File: config.mk
export PLATFORM = sky130hd
export DESIGN_NAME = dbg_watch_unit
export DESIGN_NICKNAME = d
export VERILOG_FILES = /design/src/rtl/dbg_watch_pkg.sv /design/src/rtl/dbg_wp_table.sv /design/src/rtl/dbg_wp_compare.sv /design/src/rtl/dbg_step_ctrl.sv /design/src/rtl/dbg_watch_unit.sv
export SDC_FILE = /design/constraint.sdc
export NUM_CORES = 2
export LEC_CHECK = 0
export BUFFER_PORTS_ARGS = -buffer_cell sky130_fd_sc_hd__buf_2
export CORE_ASPECT_RATIO = 0.9
export CORE_UTILIZATION = 65
export DETAILED_ROUTE_END_ITERATION = 6
export PLACE_DENSITY = 0.83
export SLEW_MARGIN = 10
export SYNTH_ARGS = -nofsm -noshare
export SYNTH_HDL_FRONTEND = slang
export SYNTH_SLANG_ARGS = --single-unit
File: constraint.sdc
create_clock -name clk -period 4 [get_ports clk]
set_input_delay 0.2 -clock clk [delete_from_list [all_inputs] [get_ports clk]]
set_output_delay 0.2 -clock clk [all_outputs]
set_load 0.01 [all_outputs]
File: src/rtl/dbg_watch_pkg.sv
package dbg_watch_pkg;
  localparam int AW = 16;
  localparam int FW = 6;

  localparam int FB_EN = 0;
  localparam int FB_RD = 1;
  localparam int FB_WR = 2;
  localparam int FB_EX = 3;
  localparam int FB_KIND_LO = 4;

  typedef enum logic [1:0] {
    WK_CPU    = 2'd0,
    WK_VIDEO  = 2'd1,
    WK_SPRITE = 2'd2,
    WK_RSVD   = 2'd3
  } wp_kind_e;

  typedef struct packed {
    logic [AW-1:0] lo;
    logic [AW-1:0] hi;
    logic [FW-1:0] flags;
  } wp_entry_t;

  typedef enum logic [1:0] {
    CF_START = 2'd0,
    CF_END   = 2'd1,
    CF_FLAGS = 2'd2,
    CF_NONE  = 2'd3
  } cfg_field_e;

  function automatic logic addr_hit(input logic [AW-1:0] v,
                                    input logic [AW-1:0] lo,
                                    input logic [AW-1:0] hi);
    if (hi != '0) return (v >= lo) && (v <= hi);
    return v == lo;
  endfunction
endpackage

File: src/rtl/dbg_wp_table.sv
module dbg_wp_table
  import dbg_watch_pkg::*;
#(
  parameter int NUM_WP = 8,
  parameter int SEL_W  = 4
) (
  input  logic            clk,
  input  logic            rst_n,
  input  logic            cfg_we,
  input  logic [SEL_W-1:0] cfg_sel,
  input  logic [1:0]      cfg_field,
  input  logic [AW-1:0]   cfg_wdata,
  output wp_entry_t       ent [NUM_WP]
);
  for (genvar g = 0; g < NUM_WP; g++) begin : g_ent
    wp_entry_t r;
    logic      sel_me;
    assign sel_me = cfg_we && (cfg_sel == SEL_W'(g));
    always_ff @(posedge clk) begin
      if (!rst_n) begin
        r <= '0;
      end else if (sel_me) begin
        case (cfg_field_e'(cfg_field))
          CF_START: r.lo    <= cfg_wdata;
          CF_END:   r.hi    <= cfg_wdata;
          CF_FLAGS: r.flags <= cfg_wdata[FW-1:0];
          default:  r       <= r;
        endcase
      end
    end
    assign ent[g] = r;
  end
endmodule

File: src/rtl/dbg_wp_compare.sv
module dbg_wp_compare
  import dbg_watch_pkg::*;
#(
  parameter logic [AW-1:0] WIN_LO   = 16'h2000,
  parameter logic [AW-1:0] WIN_HI   = 16'h3FFF,
  parameter logic [2:0]    VRAM_REG = 3'd7,
  parameter logic [2:0]    SPR_REG  = 3'd4,
  parameter logic [AW-1:0] DMA_ADDR = 16'h4014,
  parameter int            SPR_W    = 8
) (
  input  wp_entry_t        ent,
  input  logic [AW-1:0]    pc,
  input  logic [AW-1:0]    ea,
  input  logic             rd,
  input  logic             wr,
  input  logic [AW-1:0]    vram,
  input  logic [SPR_W-1:0] spr,
  output logic             hit
);
  logic       en, type_ok, in_win, vram_sel, spr_sel;
  logic [2:0] acc;
  logic [AW-1:0] cpu_val;
  wp_kind_e   kind;

  always_comb begin
    en       = ent.flags[FB_EN];
    acc      = {1'b1, wr, rd};
    type_ok  = en && |(ent.flags[FB_EX:FB_RD] & acc);
    kind     = wp_kind_e'(ent.flags[FB_KIND_LO+1:FB_KIND_LO]);
    cpu_val  = ent.flags[FB_EX] ? pc : ea;
    in_win   = (ea >= WIN_LO) && (ea <= WIN_HI);
    vram_sel = in_win && (ea[2:0] == VRAM_REG);
    spr_sel  = in_win && (ea[2:0] == SPR_REG);
    case (kind)
      WK_VIDEO:  hit = type_ok && vram_sel && addr_hit(vram, ent.lo, ent.hi);
      WK_SPRITE: hit = (type_ok && spr_sel &&
                        addr_hit(AW'(spr), ent.lo, ent.hi)) ||
                       (en && ent.flags[FB_WR] && (ea == DMA_ADDR));
      default:   hit = type_ok && addr_hit(cpu_val, ent.lo, ent.hi);
    endcase
  end
endmodule

File: src/rtl/dbg_step_ctrl.sv
module dbg_step_ctrl
  import dbg_watch_pkg::*;
#(
  parameter int         NUM_WP  = 8,
  parameter int         SEL_W   = 4,
  parameter int         DEPTH_W = 8,
  parameter logic [7:0] CALL_OP = 8'h20,
  parameter logic [7:0] RET_OP  = 8'h60
) (
  input  logic               clk,
  input  logic               rst_n,
  input  logic               cfg_we,
  input  logic [SEL_W-1:0]   cfg_sel,
  input  logic [1:0]         cfg_field,
  input  logic [AW-1:0]      cfg_wdata,
  input  logic               step_req,
  input  logic               stepout_req,
  input  logic               insn_valid,
  input  logic [AW-1:0]      insn_pc,
  input  logic [7:0]         insn_opcode,
  output logic               step_fire,
  output logic               os_fire,
  output logic               wp_allow,
  output logic               step_armed,
  output logic               so_active,
  output logic [DEPTH_W-1:0] so_depth,
  output logic               os_armed
);
  logic [AW-1:0] os_addr;
  logic [FW-1:0] os_flags;
  logic so_exit, os_match, os_sel;

  always_comb begin
    os_armed  = |os_flags;
    os_match  = os_armed && (os_addr == insn_pc);
    so_exit   = so_active && (insn_opcode == RET_OP) && (so_depth == '0);
    step_fire = insn_valid && !so_exit && step_armed;
    os_fire   = insn_valid && !so_exit && !step_armed && os_match;
    wp_allow  = !so_exit && !step_armed && !os_match;
    os_sel    = cfg_we && (cfg_sel == SEL_W'(NUM_WP));
  end

  always_ff @(posedge clk) begin
    if (!rst_n) begin
      step_armed <= 1'b0;
      so_active  <= 1'b0;
      so_depth   <= '0;
      os_addr    <= '0;
      os_flags   <= '0;
    end else begin
      if (insn_valid) begin
        if (so_active) begin
          if (insn_opcode == CALL_OP) begin
            so_depth <= so_depth + 1'b1;
          end else if (insn_opcode == RET_OP) begin
            if (so_depth != '0) so_depth <= so_depth - 1'b1;
            else                so_active <= 1'b0;
          end
        end
        if (so_exit)         step_armed <= 1'b1;
        else if (step_armed) step_armed <= 1'b0;
        if (os_fire) begin
          os_addr  <= '0;
          os_flags <= '0;
        end
      end
      if (os_sel) begin
        if (cfg_field == CF_START) os_addr  <= cfg_wdata;
        if (cfg_field == CF_FLAGS) os_flags <= cfg_wdata[FW-1:0];
      end
      if (step_req) step_armed <= 1'b1;
      if (stepout_req) begin
        so_active <= 1'b1;
        so_depth  <= '0;
      end
    end
  end
endmodule

File: src/rtl/dbg_watch_unit.sv
module dbg_watch_unit
  import dbg_watch_pkg::*;
#(
  parameter int NUM_WP  = 8,
  parameter int DEPTH_W = 8,
  parameter int SPR_W   = 8,
  parameter logic [7:0] CALL_OP = 8'h20,
  parameter logic [7:0] RET_OP  = 8'h60,
  localparam int SEL_W = $clog2(NUM_WP + 1)
) (
  input  logic             clk,
  input  logic             rst_n,
  input  logic             cfg_we,
  input  logic [SEL_W-1:0] cfg_sel,
  input  logic [1:0]       cfg_field,
  input  logic [15:0]      cfg_wdata,
  input  logic             step_req,
  input  logic             stepout_req,
  input  logic             badop_en,
  input  logic             insn_valid,
  output logic             insn_ready,
  input  logic [15:0]      insn_pc,
  input  logic [7:0]       insn_opcode,
  input  logic [1:0]       insn_size,
  input  logic [15:0]      insn_ea,
  input  logic             insn_rd,
  input  logic             insn_wr,
  input  logic [15:0]      vram_addr,
  input  logic [SPR_W-1:0] spr_addr,
  output logic             brk_pulse
);
  wp_entry_t          ent [NUM_WP];
  logic [NUM_WP-1:0]  wp_hit;
  logic               step_fire, os_fire, wp_allow;
  logic               step_armed, so_active, os_armed;
  logic [DEPTH_W-1:0] so_depth;
  logic               bad_hit, brk_next;

  assign insn_ready = 1'b1;

  dbg_wp_table #(.NUM_WP(NUM_WP), .SEL_W(SEL_W)) u_table (
    .clk(clk), .rst_n(rst_n), .cfg_we(cfg_we), .cfg_sel(cfg_sel),
    .cfg_field(cfg_field), .cfg_wdata(cfg_wdata), .ent(ent)
  );

  for (genvar g = 0; g < NUM_WP; g++) begin : g_cmp
    dbg_wp_compare #(.SPR_W(SPR_W)) u_cmp (
      .ent(ent[g]), .pc(insn_pc), .ea(insn_ea), .rd(insn_rd), .wr(insn_wr),
      .vram(vram_addr), .spr(spr_addr), .hit(wp_hit[g])
    );
  end

  dbg_step_ctrl #(
    .NUM_WP(NUM_WP), .SEL_W(SEL_W), .DEPTH_W(DEPTH_W),
    .CALL_OP(CALL_OP), .RET_OP(RET_OP)
  ) u_step (
    .clk(clk), .rst_n(rst_n), .cfg_we(cfg_we), .cfg_sel(cfg_sel),
    .cfg_field(cfg_field), .cfg_wdata(cfg_wdata), .step_req(step_req),
    .stepout_req(stepout_req), .insn_valid(insn_valid), .insn_pc(insn_pc),
    .insn_opcode(insn_opcode), .step_fire(step_fire), .os_fire(os_fire),
    .wp_allow(wp_allow), .step_armed(step_armed), .so_active(so_active),
    .so_depth(so_depth), .os_armed(os_armed)
  );

  always_comb begin
    bad_hit  = badop_en && (insn_size == 2'd0);
    brk_next = insn_valid &&
               (bad_hit || step_fire || os_fire || (wp_allow && |wp_hit));
  end

  always_ff @(posedge clk) begin
    if (!rst_n) brk_pulse <= 1'b0;
    else        brk_pulse <= brk_next;
  end
endmodule

Word-level counts from Yosys, hierarchy flattened
Index checks and enable logic that the tools add are counted.
{"block": "totals", "ff_bits": 337, "in_bits": 97, "output_inout_bits": 2, "word_cells": 474}
{"block": "classes", "addsub": 2, "order_cmp": 50, "n_eq_ne": 56, "mux": 140, "bitwise_logic": 9, "n_reduce_logical": 187}
{"op": "$eq A16 B16 Y1", "n": 17}
{"op": "$ge A16 B16 Y1", "n": 16}
{"op": "$le A16 B16 Y1", "n": 16}
{"op": "$mux W16", "n": 12}
{"op": "$eq A8 B16 Y1", "n": 8}
{"op": "$ge A8 B16 Y1", "n": 8}
{"op": "$le A8 B16 Y1", "n": 8}
{"op": "$reduce_bool A16 Y1", "n": 8}
{"op": "$mux W1", "n": 113}
{"op": "$logic_and A1 B1 Y1", "n": 112}
{"op": "$reduce_and A2 Y1", "n": 24}
{"op": "$and A3 B3 Y3", "n": 8}
{"op": "$mux W6", "n": 4}
{"op": "$mux W8", "n": 3}
{"op": "$reduce_or A3 Y1", "n": 8}
{"op": "$eq A2 B1 Y1 const B", "n": 9}
{"op": "$eq A2 B2 Y1 const B", "n": 9}
{"op": "$reduce_or A2 Y1", "n": 9}
{"op": "$eq A16 B15 Y1 const B", "n": 1}
{"op": "$eq A4 B3 Y1 const B", "n": 4}
{"op": "$ge A16 B14 Y1 const B", "n": 1}
{"op": "$le A16 B14 Y1 const B", "n": 1}
{"op": "$pmux W1 S2", "n": 8}
{"op": "$logic_or A1 B1 Y1", "n": 11}
{"op": "18 further kinds", "n": 26}

Longest topological paths before layout
{"block": "depth", "ltp_word": 12, "depth_mapped": 13}

Cells and area by module
From an unflattened synthesis, not the netlist that was laid out.
{"block": "hier_totals", "hier_cells": 3571, "area_unflattened_um2": 31371.3}
{"mod": "dbg_wp_compare at g_cmp[0].u_cmp ...", "n_inst": 5, "cells_each": 286, "area_each_um2": 2290.9, "seq_area_each_um2": 0.0}
{"mod": "dbg_wp_table", "n_inst": 1, "cells_each": 1054, "area_each_um2": 11209.5, "seq_area_each_um2": 6085.8}
{"mod": "dbg_wp_compare at g_cmp[5].u_cmp", "n_inst": 1, "cells_each": 285, "area_each_um2": 2275.9, "seq_area_each_um2": 0.0}
{"mod": "dbg_wp_compare at g_cmp[4].u_cmp", "n_inst": 1, "cells_each": 285, "area_each_um2": 2272.2, "seq_area_each_um2": 0.0}
{"mod": "dbg_wp_compare at g_cmp[7].u_cmp", "n_inst": 1, "cells_each": 287, "area_each_um2": 2270.9, "seq_area_each_um2": 0.0}
{"mod": "dbg_step_ctrl", "n_inst": 1, "cells_each": 220, "area_each_um2": 1816.7, "seq_area_each_um2": 640.6}
{"mod": "dbg_watch_unit", "n_inst": 1, "cells_each": 10, "area_each_um2": 71.3, "seq_area_each_um2": 20.0}

Worst setup path before layout
OpenSTA, ideal clock, no wires.
{"block": "synth_path", "path_type": "reg-to-reg", "startpoint": "register u_table.g_ent[6].r, in the netlist u_table.ent[41]", "endpoint": "register brk_pulse", "setup_time_ns": 0.127, "t_arrival_ns": 3.157, "required_ns": 3.873, "path_slack_ns": 0.716, "path_stages_with_launch": 14, "n_path_buf": 2, "period_less_slack_ns": 3.284, "path_cell_list": "dfxtp_1 > clkbuf_1 > buf_1 > mux2_2 > ha_1 > nand4_1 > or4_4 > a21oi_2 > nor4b_1 > nor3_1 > nor3b_1 > nor4_2 > and4_1 > a31oi_1"}
{"block": "synth_via", "elab_chain_len": 12, "word_cells_on_any_way": 22}
{"element": "start, declared", "line_no": "dbg_wp_table.sv:16", "source": "wp_entry_t r;"}
{"element": "start signal, assigned", "line_no": "dbg_wp_table.sv:27", "source": "default: r <= r;"}
{"element": "$mux W16", "line_no": "dbg_wp_compare.sv:30", "source": "cpu_val = ent.flags[FB_EX] ? pc : ea;"}
{"element": "$ge A16 B16 Y1 or $le A16 B16 Y1 (tied branches)", "line_no": "dbg_watch_pkg.sv:34", "source": "if (hi != '0) return (v >= lo) && (v <= hi);"}
{"element": "$logic_and A1 B1 Y1", "line_no": "dbg_watch_pkg.sv:34"}
{"element": "$mux W1", "line_no": "dbg_watch_pkg.sv:34"}
{"element": "$mux W1", "line_no": "dbg_watch_pkg.sv:35", "source": "return v == lo;"}
{"element": "$mux W1", "line_no": "dbg_wp_compare.sv:34", "source": "case (kind)"}
{"element": "$logic_and A1 B1 Y1", "line_no": "dbg_wp_compare.sv:39", "source": "default: hit = type_ok && addr_hit(cpu_val, ent.lo, ent.hi);"}
{"element": "$pmux W1 S2 *", "line_no": "dbg_wp_compare.sv:34"}
{"element": "$reduce_or A8 Y1 *", "line_no": "dbg_watch_unit.sv:68", "source": "(bad_hit || step_fire || os_fire || (wp_allow && |wp_hit));"}
{"element": "$logic_and A1 B1 Y1 *", "line_no": "dbg_watch_unit.sv:68"}
{"element": "$logic_or A1 B1 Y1 *", "line_no": "dbg_watch_unit.sv:68"}
{"element": "$logic_and A1 B1 Y1 *", "line_no": "dbg_watch_unit.sv:67", "source": "brk_next = insn_valid &&"}
{"element": "end signal, assigned", "line_no": "dbg_watch_unit.sv:73", "source": "else brk_pulse <= brk_next;"}
{"element": "end, declared", "line_no": "dbg_watch_unit.sv:30", "source": "output logic brk_pulse"}
Every way passes the cells marked *; elsewhere a longest branch is shown, timed or not. The select of a mux whose other input is x is not followed.
A chain may end at the register's enable or synchronous reset.

Final worst setup path
{"block": "layout_path", "startpoint": "register u_table.g_ent[7].r, in the netlist u_table.ent[3]", "endpoint": "register brk_pulse"}
{"block": "layout_via", "elab_chain_len": 12, "word_cells_on_any_way": 22}
{"element": "start, declared", "line_no": "dbg_wp_table.sv:16"}
{"element": "start signal, assigned", "line_no": "dbg_wp_table.sv:27"}
{"element": "$mux W16", "line_no": "dbg_wp_compare.sv:30"}
{"element": "$ge A16 B16 Y1 or $le A16 B16 Y1 (tied branches)", "line_no": "dbg_watch_pkg.sv:34"}
{"element": "$logic_and A1 B1 Y1", "line_no": "dbg_watch_pkg.sv:34"}
{"element": "$mux W1", "line_no": "dbg_watch_pkg.sv:34"}
{"element": "$mux W1", "line_no": "dbg_watch_pkg.sv:35"}
{"element": "$mux W1", "line_no": "dbg_wp_compare.sv:34"}
{"element": "$logic_and A1 B1 Y1", "line_no": "dbg_wp_compare.sv:39"}
{"element": "$pmux W1 S2 *", "line_no": "dbg_wp_compare.sv:34"}
{"element": "$reduce_or A8 Y1 *", "line_no": "dbg_watch_unit.sv:68"}
{"element": "$logic_and A1 B1 Y1 *", "line_no": "dbg_watch_unit.sv:68"}
{"element": "$logic_or A1 B1 Y1 *", "line_no": "dbg_watch_unit.sv:68"}
{"element": "$logic_and A1 B1 Y1 *", "line_no": "dbg_watch_unit.sv:67"}
Marks and branches as above.

==> impl_metrics.json <==
{
  "cts_root_buf": "clkbuf_16",
  "status": "finished, final reports clean",
  "p_per_cell_area_mw_per_mm2": 275,
  "async_flop_share_pct": 0,
  "synth_seq_area_share_pct": 22.0,
  "leading_register_cell_type_out_of_synthesis": "dfxtp_1",
  "rsz_0062_raised_after_global_routing": "false",
  "layout.nets": 4552,
  "final_layout_size_suffix_gt1_share_pct": 9.06,
  "drt_first_pass_iters": 6,
  "clkSinkCount": 337,
  "final-max-slew-violation-count": 0,
  "syn_area_per_cell_um2": 8.14,
  "max_cap_violations": 0,
  "worst_case_clock_buffer_depth": 3,
  "timing.critical_path.required_ns": 4.44,
  "die-area_mm2": 0.0482,
  "totalNegativeSetupSlack_ns": 0,
  "synth_cells": 3775,
  "grt_antenna_before_repair": 9,
  "io_pins": 99,
  "gp_congestion": 1.05,
  "hold_violations": 0,
  "coreArea_mm2": 0.0466,
  "crit_path_end_kind": "register",
  "worst_skew_pair.late_latency_ns": 0.59,
  "yosys_register_bits": 337,
  "tritoncts": "built",
  "reg2reg_from": "u_table.ent[3]",
  "skew_ns": 0.00929,
  "initialDrtViolationCount": 3709,
  "cellLeakagePower_uw": 0.0127,
  "synthesis_warnings": 0,
  "critPathArrivalTime_ns": 4.18,
  "utilization_after_layout_pct": 71.1,
  "cp-start-kind": "register",
  "fmax_ghz": 0.267,
  "layout.filler_cells": 3672,
  "route.detailed.wl_per_inst_um": 25.9,
  "rows": 75,
  "power.ir.vdd_worst_v": 0.000323,
  "vias": 29800,
  "grt_start_max_net_pins": 174,
  "clock_tree.htree_level_count": 2,
  "r2r_end": "brk_pulse",
  "min_delay_worst_endpoint": "u_step.so_active",
  "slew-limit-headroom_pct": 13.6,
  "area_growth_pct": 7.88,
  "grt.overflow.total": 0,
  "globalRouteTotalUtil_pct": 47.0,
  "worst-path-max-fanout": 18,
  "ff2ff_setup_slack_ns": 0.26,
  "layout_worst_path_cycle_share_pct": 93.6,
  "initial_utilization_pct": 65.9,
  "path_clk_slew_ns": 0.06,
  "timing.hold.worst_path_depth": 5,
  "first_pass_grt_wire_length_mm": 170,
  "kind_of_critical_path": "register to register",
  "final.min_clock_period_ns": 3.74,
  "dieHeight_um": 208,
  "rr_worst_depth": 11,
  "holdCritPathClass": "input pin to register",
  "drtAntennaViolNets": 0,
  "dp.final_hpwl_mm": 78.5,
  "tightest_slew_ns": 1.30,
  "mappedNetlistArea_mm2": 0.0307,
  "post-route-drc-count": 0,
  "grt_pass1_vias": 27900,
  "finalSetupViolCount": 0,
  "syn-num-nets": 4535,
  "placement.io_buffers": 97,
  "drt-vias-per-instance": 6.70,
  "die_x_um": 231,
  "synth_edf_count": 0,
  "launch_instance_of_the_worst_min_delay_path": "insn_opcode[2]",
  "cts_inserted_buffers": 39,
  "totalWireLength_mm": 115,
  "synth_cell_types": 86
}
-- worst max-delay path, stage by stage (launching register included) --
cell and delay, ns:
dfxtp_1 0.87, mux2_2 0.44, ha_1 0.30, nor2b_1 0.14
o211ai_1 0.09, a2111oi_0 0.50, a211oi_1 0.11, a211o_1 0.32
o2111ai_1 0.13, nor4bb_1 0.37, and4_1 0.25, a31oi_1 0.07
-- routing by layer --
| metal | part of all wire [%] | wire length [um] | vias up | track usage, % |
|---|---|---|---|---|
| li1 | - | - | 13600 | - |
| met1 | 38 | 43600 | 13600 | 61.0 |
| met2 | 39 | 44500 | 1949 | 65.7 |
| met3 | 15 | 17400 | 570 | 15.4 |
| met4 | 8.2 | 9440 | 6 | 31.8 |
| met5 | 0.063 | 72 | - | 0 |
-- area by class of cell --
class / count / area, um2 / share of cell area [%]
Sequential cell: 337 / 6750 / 20.3
Multi-Input combinational cell: 2995 / 22300 / 67.3
Tap cell: 616 / 771 / 2.32
Antenna cell: 7 / 17.5 / 0.0528
Inverter: 277 / 1040 / 3.14
Clock inverter: 19 / 290 / 0.876
Clock buffer: 51 / 1130 / 3.42
Timing Repair Buffer: 142 / 850 / 2.56
-- cells in the mapped netlist (all sizes together), types with 4 or more instances --
master / instances / area, um2
or4: 11 / 90.1
nand2b: 20 / 125
xnor2: 9 / 78.8
xor2: 13 / 114
and4b: 5 / 50.1
nor4b: 6 / 52.6
or2: 5 / 31.3
o32ai: 6 / 60.1
mux2: 120 / 1350
inv: 277 / 1040
ha: 662 / 8280
a211oi: 28 / 210
nand4b: 12 / 105
nor4: 67 / 465
o21a: 18 / 135
a21o: 91 / 683
a2111oi: 15 / 131
a21oi: 249 / 1250
nand3: 78 / 390
or3: 8 / 50.1
nor3: 18 / 90.1
dfxtp: 337 / 6750
nand2: 664 / 2490
o21ai: 64 / 320
o31ai: 6 / 45.0
clkbuf: 151 / 569
nor2: 104 / 393
mux2i: 62 / 621
nor3b: 5 / 48.8
nor2b: 103 / 644
o211ai: 25 / 188
a221oi: 12 / 105
nand4: 154 / 963
a31oi: 8 / 50.1
o21bai: 9 / 67.6
a21boi: 281 / 2110
and3: 4 / 25.0
buf: 15 / 72.6
o221ai: 5 / 43.8
-- cell usage in the layout, fill, tap and decap left out, drive strengths merged, types with 7 or more instances in the layout --
cell type	instances
nand2	664
ha	662
dfxtp	337
a21boi	281
inv	277
a21oi	249
nand4	154
buf	139
mux2	120
nor2	104
nor2b	103
a21o	91
nand3	78
nor4	67
o21ai	64
mux2i	62
clkbuf	52
a211oi	28
o211ai	25
nand2b	20
nor3	18
o21a	18
a2111oi	15
xor2	13
nand4b	12
a221oi	12
or4	11
xnor2	9
o21bai	9
or3	8
a31oi	8
diode	7
bufinv	7
clkinv	7
-- power breakdown --
| part | internal (uW) | switching, uW |
|---|---|---|
| clock network | 2450 | 1590 |
| registers | 3370 | 12.3 |
| logic | 587 | 1090 |
| total | 6410 | 2700 |
-- worst max-delay path by stage --
stage | cells past startpoint | slack [ns] | startpoint | endpoint
finish | 11 | 0.26 | u_table.ent[3] | brk_pulse
global route | 11 | 0.39 | u_table.ent[3] | brk_pulse
CTS | 11 | 0.49 | u_table.ent[3] | brk_pulse
detailed placement | 11 | 0.49 | u_table.ent[3] | brk_pulse
global placement | 12 | 0.70 | u_table.ent[41] | brk_pulse
floorplan | 13 | 0.72 | u_table.ent[41] | brk_pulse
-- through the flow --
| stage | setup slack, ns | power, uW | instances | cell area, um2 | hold slack [ns] |
|---|---|---|---|---|---|
| floorplan | 0.716 | 4400 | 3775 | 30700 | 0.324 |
| global placement | 0.697 | 4990 | 4365 | 31700 | 0.415 |
| detailed placement | 0.486 | 5030 | 4365 | 31700 | 0.421 |
| CTS | 0.488 | 8990 | 4437 | 33100 | 0.0461 |
| global route | 0.387 | 9330 | 4440 | 33100 | 0.0527 |
| finish | 0.255 | 9110 | 4444 | 33200 | 0.0615 |
-- cell families after synthesis --
| logic type | Yosys count | share of synthesized area (%) |
|---|---|---|
| buffers and inverters | 443 | 5.47 |
| other | 1 | 0.0122 |
| adders and majority gates | 663 | 27.0 |
| muxes | 182 | 6.42 |
| DFF | 337 | 22.0 |
| and+or+nand+nor | 1279 | 20.0 |
| AOI/OAI and AO/OA | 848 | 18.5 |
| xor gates and xnor gates | 22 | 0.627 |
-- what timing repair did --
action	in CTS	in global routing
hold buffers	2	0
setup buffers	0	0
hold endpoints to repair	2	0
gates resized for setup	0	0
-- state kept, by name, indices dropped and copies added, names as in the netlist --
| register | cells |
|---|---|
| brk_pulse | 1 |
| u_step.os_addr | 16 |
| u_step.os_flags | 6 |
| u_step.so_active | 1 |
| u_step.so_depth | 8 |
| u_step.step_armed | 1 |
| u_table.ent | 304 |
(Power assumes the default switching activity.)
